**src/rtl/ps2_port_pkg.sv**
```systemverilog
package ps2_port_pkg;
  localparam int CHAR_W = 8;
  localparam int SLOTS  = 3;
  localparam int FRAME_BITS = CHAR_W + 3;

  typedef struct packed {
    logic              valid;
    logic              err;
    logic [CHAR_W-1:0] data;
  } slot_t;

  // bit that makes the total count of ones odd
  function automatic logic odd_par(input logic [CHAR_W-1:0] b);
    return ~(^b);
  endfunction

  function automatic logic [31:0] pack_word(input slot_t s0, input slot_t s1,
                                            input slot_t s2, input logic ovf,
                                            input logic id);
    return {s0.valid, s1.valid, s2.valid, ovf, id, s0.err, s1.err, s2.err,
            s0.data, s1.data, s2.data};
  endfunction
endpackage

```
**src/rtl/ps2_line_sync.sv**
```systemverilog
module ps2_line_sync #(
  parameter int W = 2
) (
  input  logic         clk,
  input  logic         rst_n,
  input  logic [W-1:0] pin,
  output logic [W-1:0] lvl,
  output logic [W-1:0] fall
);
  logic [W-1:0] s1, s2, s3;

  always_ff @(posedge clk or negedge rst_n) begin
    if (!rst_n) begin
      s1 <= '1;
      s2 <= '1;
      s3 <= '1;
    end else begin
      s1 <= pin;
      s2 <= s1;
      s3 <= s2;
    end
  end

  assign lvl  = s2;
  assign fall = s3 & ~s2;
endmodule

```
**src/rtl/ps2_frame_rx.sv**
```systemverilog
module ps2_frame_rx
  import ps2_port_pkg::*;
(
  input  logic              clk,
  input  logic              rst_n,
  input  logic              en,
  input  logic              abort,
  input  logic              fall,
  input  logic              dat,
  output logic              busy,
  output logic              char_v,
  output logic [CHAR_W-1:0] char_d,
  output logic              char_e
);
  localparam int IW = $clog2(FRAME_BITS + 1);
  localparam logic [IW-1:0] PAR_IDX  = IW'(CHAR_W + 1);
  localparam logic [IW-1:0] STOP_IDX = IW'(CHAR_W + 2);

  logic [IW-1:0]     idx;
  logic [CHAR_W-1:0] sr;
  logic              par;

  always_ff @(posedge clk or negedge rst_n) begin
    if (!rst_n) begin
      idx    <= '0;
      sr     <= '0;
      par    <= 1'b0;
      char_v <= 1'b0;
      char_d <= '0;
      char_e <= 1'b0;
    end else begin
      char_v <= 1'b0;
      if (abort || !en) begin
        idx <= '0;
      end else if (fall) begin
        if (idx == '0) begin
          if (!dat) idx <= IW'(1);
        end else if (idx == PAR_IDX) begin
          par <= dat;
          idx <= idx + 1'b1;
        end else if (idx == STOP_IDX) begin
          char_v <= 1'b1;
          char_d <= sr;
          char_e <= (par != odd_par(sr)) || !dat;
          idx    <= '0;
        end else begin
          sr  <= {dat, sr[CHAR_W-1:1]};
          idx <= idx + 1'b1;
        end
      end
    end
  end

  assign busy = (idx != '0);
endmodule

```
**src/rtl/ps2_host_tx.sv**
```systemverilog
module ps2_host_tx
  import ps2_port_pkg::*;
#(
  parameter int INHIBIT_CYC = 200
) (
  input  logic              clk,
  input  logic              rst_n,
  input  logic              start,
  input  logic [CHAR_W-1:0] tx_data,
  input  logic              abort,
  input  logic              fall,
  input  logic              dat,
  output logic              busy,
  output logic              shifting,
  output logic              clk_low,
  output logic              data_low,
  output logic              nack
);
  localparam int CW = $clog2(INHIBIT_CYC + 1);
  localparam int FW = CHAR_W + 2;
  localparam int IW = $clog2(FW + 1);

  typedef enum logic [1:0] {TX_IDLE, TX_INHIB, TX_SHIFT} tx_st_e;

  tx_st_e        st;
  logic [CW-1:0] cnt;
  logic [FW-1:0] sr;
  logic [IW-1:0] idx;
  logic          txbit;

  always_ff @(posedge clk or negedge rst_n) begin
    if (!rst_n) begin
      st    <= TX_IDLE;
      cnt   <= '0;
      sr    <= '0;
      idx   <= '0;
      txbit <= 1'b1;
      nack  <= 1'b0;
    end else begin
      case (st)
        TX_IDLE: if (start) begin
          st    <= TX_INHIB;
          cnt   <= '0;
          sr    <= {1'b1, odd_par(tx_data), tx_data};
          txbit <= 1'b0;
          idx   <= '0;
        end
        TX_INHIB: begin
          if (cnt == CW'(INHIBIT_CYC - 1)) st <= TX_SHIFT;
          else cnt <= cnt + 1'b1;
        end
        TX_SHIFT: begin
          if (abort) begin
            st <= TX_IDLE;
          end else if (fall) begin
            if (idx == IW'(FW)) begin
              nack <= dat;
              st   <= TX_IDLE;
            end else begin
              txbit <= sr[0];
              sr    <= sr >> 1;
              idx   <= idx + 1'b1;
            end
          end
        end
        default: st <= TX_IDLE;
      endcase
    end
  end

  assign busy     = (st != TX_IDLE);
  assign shifting = (st == TX_SHIFT);
  assign clk_low  = (st == TX_INHIB);
  assign data_low = shifting && !txbit;
endmodule

```
**src/rtl/ps2_char_collector.sv**
```systemverilog
module ps2_char_collector
  import ps2_port_pkg::*;
#(
  parameter bit IS_MOUSE = 1'b1
) (
  input  logic              clk,
  input  logic              rst_n,
  input  logic              char_v,
  input  logic [CHAR_W-1:0] char_d,
  input  logic              char_e,
  input  logic              rd,
  input  logic              clamp_one,
  input  logic              clamp_three,
  output logic [31:0]       word,
  output logic              hold
);
  localparam int NW = $clog2(SLOTS + 1);

  slot_t         slots [SLOTS];
  logic          ovf;
  logic [NW-1:0] cnt, base;

  // a read empties the word before a same-cycle character is stored
  assign base = rd ? '0 : cnt;

  always_ff @(posedge clk or negedge rst_n) begin
    if (!rst_n) begin
      for (int i = 0; i < SLOTS; i++) slots[i] <= '0;
      ovf <= 1'b0;
      cnt <= '0;
    end else begin
      if (rd) begin
        for (int i = 0; i < SLOTS; i++) slots[i] <= '0;
        ovf <= 1'b0;
      end
      cnt <= base;
      if (char_v) begin
        if (base < NW'(SLOTS)) begin
          slots[base] <= '{valid: 1'b1, err: char_e, data: char_d};
          cnt         <= base + 1'b1;
        end else begin
          ovf <= 1'b1;
        end
      end
    end
  end

  assign word = pack_word(slots[0], slots[1], slots[2], ovf, IS_MOUSE);
  assign hold = (clamp_one && cnt != '0) || (clamp_three && cnt == NW'(SLOTS));
endmodule

```
**src/rtl/ps2_char_port.sv**
```systemverilog
module ps2_char_port
  import ps2_port_pkg::*;
#(
  parameter bit IS_MOUSE    = 1'b1,
  parameter int INHIBIT_CYC = 200,
  parameter int TIMEOUT_CYC = 1000
) (
  input  logic        clk,
  input  logic        rst_n,
  input  logic        ps2_clk_in,
  input  logic        ps2_data_in,
  output logic        clk_drive_low,
  output logic        data_drive_low,
  input  logic        rd_strobe,
  output logic [31:0] rd_word,
  input  logic        tx_wr,
  input  logic [7:0]  tx_byte,
  input  logic        ctl_wr,
  input  logic [7:0]  ctl_wdata,
  output logic [15:0] status,
  output logic        irq
);
  localparam int TW = $clog2(TIMEOUT_CYC + 1);

  logic [1:0] lvl, fall;
  logic clk_lvl, dat_lvl, clk_fall;
  logic rx_busy, char_evt, rx_err;
  logic [CHAR_W-1:0] rx_data;
  logic tx_busy, tx_shifting, tx_clk_low, tx_data_low, tx_nack;
  logic wr_pend, hold, idle;
  logic sw_pull_clk, sw_pull_data, to_en, clamp_one_q, clamp_three_q, timeout_q;
  logic [TW-1:0] tcnt;
  logic wdt_active, wdt_fire;

  ps2_line_sync #(.W(2)) u_sync (
    .clk(clk), .rst_n(rst_n), .pin({ps2_data_in, ps2_clk_in}),
    .lvl(lvl), .fall(fall)
  );
  assign clk_lvl  = lvl[0];
  assign dat_lvl  = lvl[1];
  assign clk_fall = fall[0];

  ps2_frame_rx u_rx (
    .clk(clk), .rst_n(rst_n), .en(!tx_busy), .abort(wdt_fire),
    .fall(clk_fall), .dat(dat_lvl), .busy(rx_busy),
    .char_v(char_evt), .char_d(rx_data), .char_e(rx_err)
  );

  ps2_host_tx #(.INHIBIT_CYC(INHIBIT_CYC)) u_tx (
    .clk(clk), .rst_n(rst_n), .start(tx_wr), .tx_data(tx_byte),
    .abort(wdt_fire), .fall(clk_fall), .dat(dat_lvl),
    .busy(tx_busy), .shifting(tx_shifting), .clk_low(tx_clk_low),
    .data_low(tx_data_low), .nack(tx_nack)
  );

  ps2_char_collector #(.IS_MOUSE(IS_MOUSE)) u_col (
    .clk(clk), .rst_n(rst_n), .char_v(char_evt), .char_d(rx_data),
    .char_e(rx_err), .rd(rd_strobe), .clamp_one(clamp_one_q),
    .clamp_three(clamp_three_q), .word(rd_word), .hold(hold)
  );

  // stall watchdog shared by both directions
  assign wdt_active = rx_busy || tx_shifting;
  assign wdt_fire   = wdt_active && (tcnt == TW'(TIMEOUT_CYC - 1));

  always_ff @(posedge clk or negedge rst_n) begin
    if (!rst_n) begin
      tcnt          <= '0;
      timeout_q     <= 1'b0;
      sw_pull_clk   <= 1'b0;
      sw_pull_data  <= 1'b0;
      to_en         <= 1'b0;
      clamp_one_q   <= 1'b0;
      clamp_three_q <= 1'b0;
    end else begin
      if (!wdt_active || clk_fall || wdt_fire) tcnt <= '0;
      else tcnt <= tcnt + 1'b1;
      if (ctl_wr) begin
        sw_pull_clk   <= ctl_wdata[0];
        sw_pull_data  <= ctl_wdata[1];
        to_en         <= ctl_wdata[2];
        clamp_one_q   <= ctl_wdata[3];
        clamp_three_q <= ctl_wdata[4];
      end
      if (wdt_fire) timeout_q <= 1'b1;
      else if (ctl_wr && ctl_wdata[5]) timeout_q <= 1'b0;
    end
  end

  assign wr_pend        = tx_busy;
  assign idle           = !rx_busy && !tx_busy;
  assign clk_drive_low  = tx_clk_low || sw_pull_clk || hold;
  assign data_drive_low = tx_data_low || sw_pull_data;
  assign irq            = timeout_q && to_en;
  assign status = {5'b0, tx_nack, clamp_three_q, clamp_one_q, to_en, timeout_q,
                   idle, sw_pull_data, sw_pull_clk, dat_lvl, clk_lvl, wr_pend};
endmodule

```
**config.mk**
```make
export PLATFORM = sky130hd
export DESIGN_NAME = ps2_char_port
export DESIGN_NICKNAME = d
export VERILOG_FILES = /design/src/rtl/ps2_port_pkg.sv /design/src/rtl/ps2_line_sync.sv /design/src/rtl/ps2_frame_rx.sv /design/src/rtl/ps2_host_tx.sv /design/src/rtl/ps2_char_collector.sv /design/src/rtl/ps2_char_port.sv
export SDC_FILE = /design/constraint.sdc
export NUM_CORES = 1
export LEC_CHECK = 0
export BUFFER_PORTS_ARGS = -buffer_cell sky130_fd_sc_hd__buf_4
export CELL_PAD_IN_SITES_DETAIL_PLACEMENT = 1
export CELL_PAD_IN_SITES_GLOBAL_PLACEMENT = 1
export CORE_AREA = 2 2 113 115
export CTS_CLUSTER_SIZE = 28
export DETAILED_ROUTE_END_ITERATION = 12
export DIE_AREA = 0 0 115 117
export PLACE_DENSITY_LB_ADDON = 0.1
export SETUP_SLACK_MARGIN = 0.1
export SLEW_MARGIN = 30
export SYNTH_ARGS = -nofsm -noshare
export SYNTH_HDL_FRONTEND = slang
export SYNTH_SLANG_ARGS = --single-unit
```
**constraint.sdc**
```tcl
create_clock -name clk -period 4.9 [get_ports clk]
set_input_delay 1.47 -clock clk [delete_from_list [all_inputs] [get_ports clk]]
set_output_delay 1.47 -clock clk [all_outputs]
set_load 0.1 [all_outputs]
```
# Word-level counts from Yosys, hierarchy flattened
# Index checks and enable logic that the tools add are counted.
# classes
order_cmp,3
reduce_logical,41
bitwise_logic,10
eq_ne,18
muxes,50
add_sub_neg,5
# op_table
op,n
30-bit 2-to-1 mux,3
10-bit 2-to-1 mux,6
4-bit 2-to-1 mux,10
30-bit bitwise mux,1
10-bit demux with 2-bit select,1
10-bit one-hot mux with 2 select lines,1
2-bit 2-to-1 mux,8
8-bit 2-to-1 mux,2
8-bit one-hot mux with 2 select lines,1
8-bit parity,2
5-bit AND reduction,3
1-bit 2-to-1 mux,14
"4-bit equality test, second input constant",3
4-bit AND reduction,3
2-bit nonzero test,6
"10-bit by 1-bit adder with 10-bit output, second input constant",1
"10-bit equality test, second input constant",1
"2-bit != test, second input constant",5
1-bit logical OR,9
"4-bit by 1-bit adder with 4-bit output, second input constant",2
"8-bit by 1-bit adder with 8-bit output, second input constant",1
"8-bit equality test, second input constant",1
1-bit logical AND,8
1-bit inverter,8
21 further kinds,27
# word_totals
output_inout_bits,51
register_bits,103
elab_cells,160

# Longest topological paths before layout
# Gate-level depths: netlist of the first run.
# depth
word_depth,9
mapped_depth,9

# Cells and area by module
# From an unflattened synthesis of the first run, not the netlist that was laid out.
# hier_totals
hier_cells,475
area_unflattened_um2,5187.5
# modules_own_cells
module,seq_area_each_um2,cells_each,n_inst,area_per_inst_um2
ps2_char_collector,825.8,142,1,1592.8
ps2_host_tx,651.9,152,1,1418.9
ps2_frame_rx,575.6,90,1,1142.3
ps2_char_port,400.4,83,1,848.3
ps2_line_sync,157.7,8,1,185.2

# Worst setup path before layout of the first run
# Ideal clock, no wire load.
# synth_path
path_type,reg2out
start,register u_col.cnt[1]
end,output clk_drive_low
setup_slack_ns,0.848
stages_incl_launch_ff,3
arrival_time_ns,2.582
cell_sequence,dfrtp_1 > a21oi_1 > o21ai_0
# synth_via
elab_chain_cells,4
word_cells_on_any_way,6
# synth_rtl
item,line,rtl
start: declaration,ps2_char_collector.sv:21,"logic [NW-1:0] cnt, base;"
start signal: assignment,ps2_char_collector.sv:36,cnt <= base;
start signal: assignment,ps2_char_collector.sv:40,cnt <= base + 1'b1;
2-bit equality test / 2-bit nonzero test (equally long branches),ps2_char_collector.sv:49,assign hold = (clamp_one && cnt != '0) || (clamp_three && cnt == NW'(SLOTS));
1-bit logical AND,ps2_char_collector.sv:49,
1-bit logical OR *,ps2_char_collector.sv:49,
1-bit logical OR *,ps2_char_port.sv:92,assign clk_drive_low = tx_clk_low || sw_pull_clk || hold;
end: declaration,ps2_char_port.sv:12,"output logic clk_drive_low,"
# Every way passes the cells marked *; elsewhere a longest branch is shown, timed or not.

# Worst setup path in the final report of the first run
# layout_path
start,register u_rx.idx[0]
end,output status[5]
# layout_via
elab_chain_cells,3
# layout_rtl
item,line,rtl
start: declaration,ps2_frame_rx.sv:19,logic [IW-1:0] idx;
start signal: assignment,ps2_frame_rx.sv:40,idx <= idx + 1'b1;
start signal: assignment,ps2_frame_rx.sv:48,idx <= idx + 1'b1;
4-bit nonzero test,ps2_frame_rx.sv:54,assign busy = (idx != '0);
1-bit logical NOT,ps2_char_port.sv:91,assign idle = !rx_busy && !tx_busy;
1-bit logical AND,ps2_char_port.sv:91,
end: declaration,ps2_char_port.sv:20,"output logic [15:0] status,"
# Every way passes these cells.

==> summary.txt, run 1 <==
Run status
  – Status: complete, no violations

Clock network
  – Num Clock Sinks: 103
  – CTS tree: done
  – Post-CTS Setup Repair Bufs: 0
  – Num CTS Buffers: 9
  – Htree depth: 3
  – Worst-path clk slew: 0.07 ns
  – Clock latency on the worst-skew pair: 0.35 ns
  – Hold Buf Count CTS: 0
  – CTS root buf: clkbuf_16
  – Clk buf depth: 2
  – CTS resizes: 0

Place
  – Placed inst area: 0.00533 mm²
  – Dpl ws: 1.82 ns
  – DPL Wire Length: 7.81 mm
  – IO buf count: 65
  – GPL Wtd Cong: 0.732

Logic synthesis
  – Synthesized cell area: 0.00483 mm²
  – Largest family of logic cells by synthesized area: simple AND/OR/NAND/NOR gates
  – Simple-gate share of the synthesized area: 16.8%
  – Sequential cell area fraction in the yosys report: 53.5%
  – Mux cell area share after synthesis: 8.16%
  – Post-synth EDFFs: 0
  – Fraction of the mapped netlist area in adder cells: 2.07%
  – Synth Area in XOR/XNOR: 5.54%
  – Synth Flop Type: dfrtp_1
  – Netlist cell types: 54
  – Post-synth ARST share: 100%
  – Yosys reg bits: 103
  – Mapped Cells: 461
  – Avg Cell Area, Syn: 10.5 µm²
  – Synth Warn #: 0
  – Compound-Gate Fraction of Synth Area: 8.26%

Flow run
  – Max-cap violations: 0

Detailed routing
  – Drt via density: 5.08
  – Drt drc: 0
  – Initial DRC Count: 137
  – Antenna Violating Nets Remaining: 0
  – Via count: 3377
  – DR pass1 iterations: 4
  – Detailed Route WL: 10.8 mm
  – Wirelength per Cell: 16.2 µm

Pwr
  – Switching Share: 24.9%
  – Sw Pwr: 0.424 mW
  – Part of the power in combinational logic: 7.8%
  – PD cells: 303 mW/mm²
  – Worst vdd ir: 175 µV
  – Clock share of power: 41.5%
  – Pint: 1.28 mW
  – Pleak: 2.67 nW
  – Flop pwr share: 50.7%

Timing
  – Final WS setup: 1.44 ns
  – Period utilization: 70.7%
  – # setup viols final: 0
  – Slew Viols, Final: 0
  – Worst slew pin tran: 0.730 ns
  – Peak Freq: 289 MHz
  – RSZ-0062 raised after global routing: no
  – Sum Neg Setup Slack: 0 ns
  – Final Hold Vio Count: 0
  – Crit path time final: 3.46 ns
  – Slew Limit Headroom: 51.0%
  – Post-route clock skew: 0.00692 ns

Finish
  – Commonest non-fill, non-tap cell in the layout: dfrtp_1
  – Antenna Cells: 0
  – Commonest cells after routing, fill and taps aside: dfrtp_1 (97), nand2_1 (76), buf_4 (70)
  – Layout area overhead: 16.5%
  – Share of layout cells above drive strength 1: 22.7%
  – Final nets: 541
  – Fin area: 0.00563 mm²

GRT
  – Largest net degree at the start of global routing: 45
  – GRT overflow: 0
  – Vias in the first global route: 3475
  – First-pass GRT wire length: 17.8 mm
  – Initial antenna violation count: 0
  – Tot GR Track Use: 17.2%

Die
  – Starting Density: 39.2%
  – Die height: 117 µm
  – Die Width: 115 µm
  – Total core area: 0.0123 mm²
  – Top Ports: 74
  – Die area: 0.0135 mm²
  – Row count: 41

Worst setup path
  – CP Capture Type: primary output
  – Worst Setup Start Kind: flip-flop
  – Req. time, crit path: 3.43 ns
  – Max FO, Critical Path: 7
  – Setup CP Type: reg -> out
  – Worst reg2reg path depth: 7
  – Reg2reg setup slack: 2.28 ns
  – WP data arrival: 1.99 ns

Worst hold path
  – Hold depth: 0
  – Hold Crit Class: reg -> reg
==> power by group through the flow <==
stage / sequential, mW / clock [mW] / combinational (mW)
final: 0.864 / 0.706 / 0.133
after global routing: 0.864 / 0.769 / 0.143
after CTS: 0.864 / 0.733 / 0.136
after detailed placement: 0.880 / 0 / 0.136
after global placement: 0.880 / 0 / 0.135
after floorplan: 0.881 / 0 / 0.0959
==> sequential cells by signal (all words and copies together) (netlist names), 2 cells and up <==
| signal | cells |
|---|---|
| u_tx.sr | 10 |
| u_col.cnt | 2 |
| u_rx.char_d | 8 |
| u_tx.cnt | 8 |
| u_sync.s1 | 2 |
| u_sync.lvl | 2 |
| u_col.word | 30 |
| tcnt | 10 |
| u_tx.idx | 4 |
| u_rx.sr | 8 |
| u_rx.idx | 4 |
| u_tx.st | 2 |
==> per-layer routing <==
layer | routed length [µm] | track usage [%] | vias to the layer above
li1 | - | - | 1636
met1 | 4890 | 21.8 | 1666
met2 | 5280 | 28.8 | 59
met3 | 386 | 3.30 | 16
met4 | 225 | 7.95 | 0
met5 | 0 | 0 | -
==> synthesized netlist by cell type, types with 5 or more instances <==
cell / count / area (µm²)
nand2_1: 76 / 285
o21ai_0: 19 / 95.1
inv_1: 11 / 41.3
a21oi_1: 16 / 80.1
mux2_2: 13 / 146
a21o_1: 5 / 37.5
dfstp_2: 6 / 158
buf_4: 17 / 128
o211ai_1: 10 / 75.1
ha_1: 8 / 100
nor2_1: 43 / 161
clkbuf_1: 13 / 48.8
mux2i_1: 9 / 90.1
xnor2_1: 21 / 184
xor2_1: 7 / 61.3
mux2_4: 9 / 135
dfrtp_1: 97 / 2430
nand4_1: 5 / 31.3
and3_1: 6 / 37.5
nand3_1: 17 / 85.1
==> cells by family (layout without fill, tap and decap cells) <==
family | after synthesis | count (layout)
flops | 103 | 103
fa+ha+maj | 8 | 8
compound gates | 64 | 64
xor+xnor | 29 | 29
mux | 33 | 33
simple gates | 175 | 175
other cells | 2 | 6
buf+inv | 47 | 97
==> area by class of cell <==
type                       instances  area [µm²]
multi-input combinational        315        1990
fill                            1354        6690
tap                              150         188
timing repair buffer              70         526
clock inverter                     3        23.8
inverter                          11        41.3
clock buffer                      13         270
sequential                       103        2580
==> stage by stage <==
stage / std cells / power (mW) / util [%] / hold slack (ns)
2_1_floorplan: 465 / 0.977 / - / 0.345
3_3_place_gp: 649 / 1.01 / 43.3 / 0.346
3_5_place_dp: 649 / 1.02 / 43.3 / 0.348
4_1_cts: 665 / 1.73 / 45.7 / 0.358
5_1_grt: 665 / 1.78 / 45.7 / 0.363
6_report: 665 / 1.70 / 45.7 / 0.357
==> worst max-delay path: stages (launching register included) <==
cell	delay, ns
dfrtp_1	0.43
inv_1	0.12
ha_1	0.17
or3b_1	0.49
nor2_1	0.13
buf_4	0.30
==> path summary, 6_finish.rpt <==
kind | startpoint | to
max | u_rx.idx[0]$_DFFE_PN0P_ | status[5]
min | u_sync.s1[0]$_DFF_PN1_ | u_sync.lvl[0]$_DFF_PN1_
max reg2reg | u_rx.idx[0]$_DFFE_PN0P_ | u_rx.sr[2]$_DFFE_PN0P_
min reg2reg | u_sync.s1[0]$_DFF_PN1_ | u_sync.lvl[0]$_DFF_PN1_
max in group asynchronous | rst_n | u_sync.lvl[1]$_DFF_PN1_
min in group asynchronous | rst_n | clamp_three_q$_DFFE_PN0P_
Power figures use the tool's default switching activity.
==> run 2: changes to the inputs <==
clock period = 3.55 ns   (was 4.9 ns; I/O delays follow)
==> summary.txt, run 2 (synthesis gave the netlist of run 1 again) <==
Timing
  – Period utilization: 86.2%
  – Peak Freq: 327 MHz
  – Crit path time final: 3.06 ns
  – Worst slew pin tran: 0.723 ns
  – RSZ-0062 raised after global routing: no
  – # setup viols final: 0
  – Slew Limit Headroom: 51.5%
  – Post-route clock skew: 0.00813 ns
  – Slew Viols, Final: 0
  – Final Hold Vio Count: 0
  – Sum Neg Setup Slack: 0 ns

Die
  – Die Width: 115 µm
  – Die height: 117 µm
  – Total core area: 0.0123 mm²
  – Top Ports: 74
  – Starting Density: 39.2%
  – Row count: 41
  – Die area: 0.0135 mm²

Detailed routing
  – Met3 wire length: 329 µm
  – Detailed Route WL: 10.5 mm
  – Antenna Violating Nets Remaining: 0
  – Wirelength per Cell: 15.8 µm
  – Drt drc: 0
  – Via count: 3344
  – Drt via density: 5.04
  – Met2 wire len: 5.18 mm
  – Initial DRC Count: 150
  – Wl on met1: 4.91 mm
  – Top routing layer used: met4
  – DR pass1 iterations: 4

Pwr
  – Flop pwr share: 51.9%
  – PD cells: 409 mW/mm²
  – Sw Pwr: 0.586 mW
  – Pleak: 2.67 nW
  – Switching Share: 25.6%
  – Worst vdd ir: 245 µV
  – Clock share of power: 39.9%
  – Pint: 1.71 mW
  – Part of the power in combinational logic: 8.1%

Flow run
  – Max-cap violations: 0

Worst setup path
  – Max FO, Critical Path: 15
  – Worst path slowest cell: dfrtp_1
  – Worst-path cell chain: nor2b_1 > a211oi_1 > o21ai_1 > buf_4
  – Req. time, crit path: 2.48 ns
  – WP data arrival: 1.99 ns
  – Setup CP Type: reg -> out
  – Worst path max stage delay: 0.62 ns
  – CP Capture Type: primary output
  – Worst Setup Start Kind: flip-flop

Finish
  – Share of layout cells above drive strength 1: 22.6%
  – Final nets: 540
  – Reg area: 0.00258 mm²
  – Multi-input gate area: 0.00200 mm²
  – Max reg flops: 30
  – Antenna Cells: 0
  – Filler Cell Count: 1385
  – Fin area: 0.00561 mm²
  – Layout area overhead: 16.1%
  – Commonest non-fill, non-tap cell in the layout: dfrtp_1
  – Commonest cells after routing, fill and taps aside: dfrtp_1 (97), nand2_1 (76), buf_4 (68)

GRT
  – Vias in the first global route: 3414
  – Largest net degree at the start of global routing: 81
  – Tot GR Track Use: 16.5%
  – First-pass GRT wire length: 17.4 mm
  – GRT overflow: 0
  – Initial antenna violation count: 0

Clock network
  – CTS tree: done
  – Worst-path clk slew: 0.07 ns
  – Post-CTS Setup Repair Bufs: 0
  – Num CTS Buffers: 9
  – Hold Buf Count CTS: 0
  – Clock latency on the worst-skew pair: 0.35 ns
  – CTS resizes: 0
  – Num Clock Sinks: 103
  – CTS root buf: clkbuf_16
  – Htree depth: 3
  – Clk buf depth: 2

Run status
  – Status: complete, no violations

Place
  – DPL Wire Length: 7.59 mm
  – IO buf count: 65
  – Placed inst area: 0.00534 mm²
  – GPL Wtd Cong: 0.754

Worst hold path
  – Hold Crit Class: reg -> reg
==> run 2: final cells by class <==
type / instances / share of cell area (%)
flip-flops and latches: 103 / 46.1
multi-input cells: 315 / 35.6
repair buffers: 69 / 9.46
clock buffers: 11 / 4.15
well taps: 150 / 3.35
inverters: 11 / 0.736
clock inverters: 5 / 0.625
==> run 2: worst max-delay path, delay by kind of cell (launching register included) <==
kind | cells | cell delay (ns)
AOI/OAI and AO/OA | 2 | 0.21
buffers and inverters | 1 | 0.31
and+or+nand+nor | 1 | 0.51
DFF | 1 | 0.62
==> run 2: per-stage QoR <==
stage	std cells	hold WS, ns	power [mW]	util [%]	setup WS (ns)
3_5_place_dp	648	0.353	1.41	43.4	0.787
2_1_floorplan	465	0.345	1.35	-	0.657
6_report	664	0.362	2.29	45.6	0.492
3_3_place_gp	648	0.345	1.40	43.4	0.846
4_1_cts	664	0.363	2.33	45.6	0.414
5_1_grt	664	0.366	2.38	45.6	0.288
==> run 2: final timing paths <==
path	startpoint	to	slack [ns]	cells past startpoint
setup / recovery	u_tx.st[1]$_DFFE_PN0P_	clk_drive_low	0.49	4
hold / removal	u_sync.s1[1]$_DFF_PN1_	u_sync.lvl[1]$_DFF_PN1_	0.36	0
setup reg to reg	u_rx.idx[0]$_DFFE_PN0P_	u_rx.sr[0]$_DFFE_PN0P_	0.96	7
hold reg to reg	u_sync.s1[1]$_DFF_PN1_	u_sync.lvl[1]$_DFF_PN1_	0.36	0
max in group asynchronous	rst_n	u_sync.lvl[0]$_DFF_PN1_	2.17	2
min in group asynchronous	rst_n	clamp_one_q$_DFFE_PN0P_	0.62	1
==> run 2: metal layers <==
layer / global-route usage [%] / vias to the layer above
met1: 21.3 / 1667
li1: - / 1622
met3: 3.96 / 8
met4: 3.94 / 0
met2: 28.4 / 47
met5: 0 / -
==> run 2: power by group through the flow <==
stage	logic, mW	clock network [mW]	registers, mW
after floorplan	0.133	0	1.22
after global routing	0.200	0.991	1.19
after CTS	0.191	0.949	1.19
after global placement	0.190	0	1.21
final	0.187	0.916	1.19
after detailed placement	0.191	0	1.21
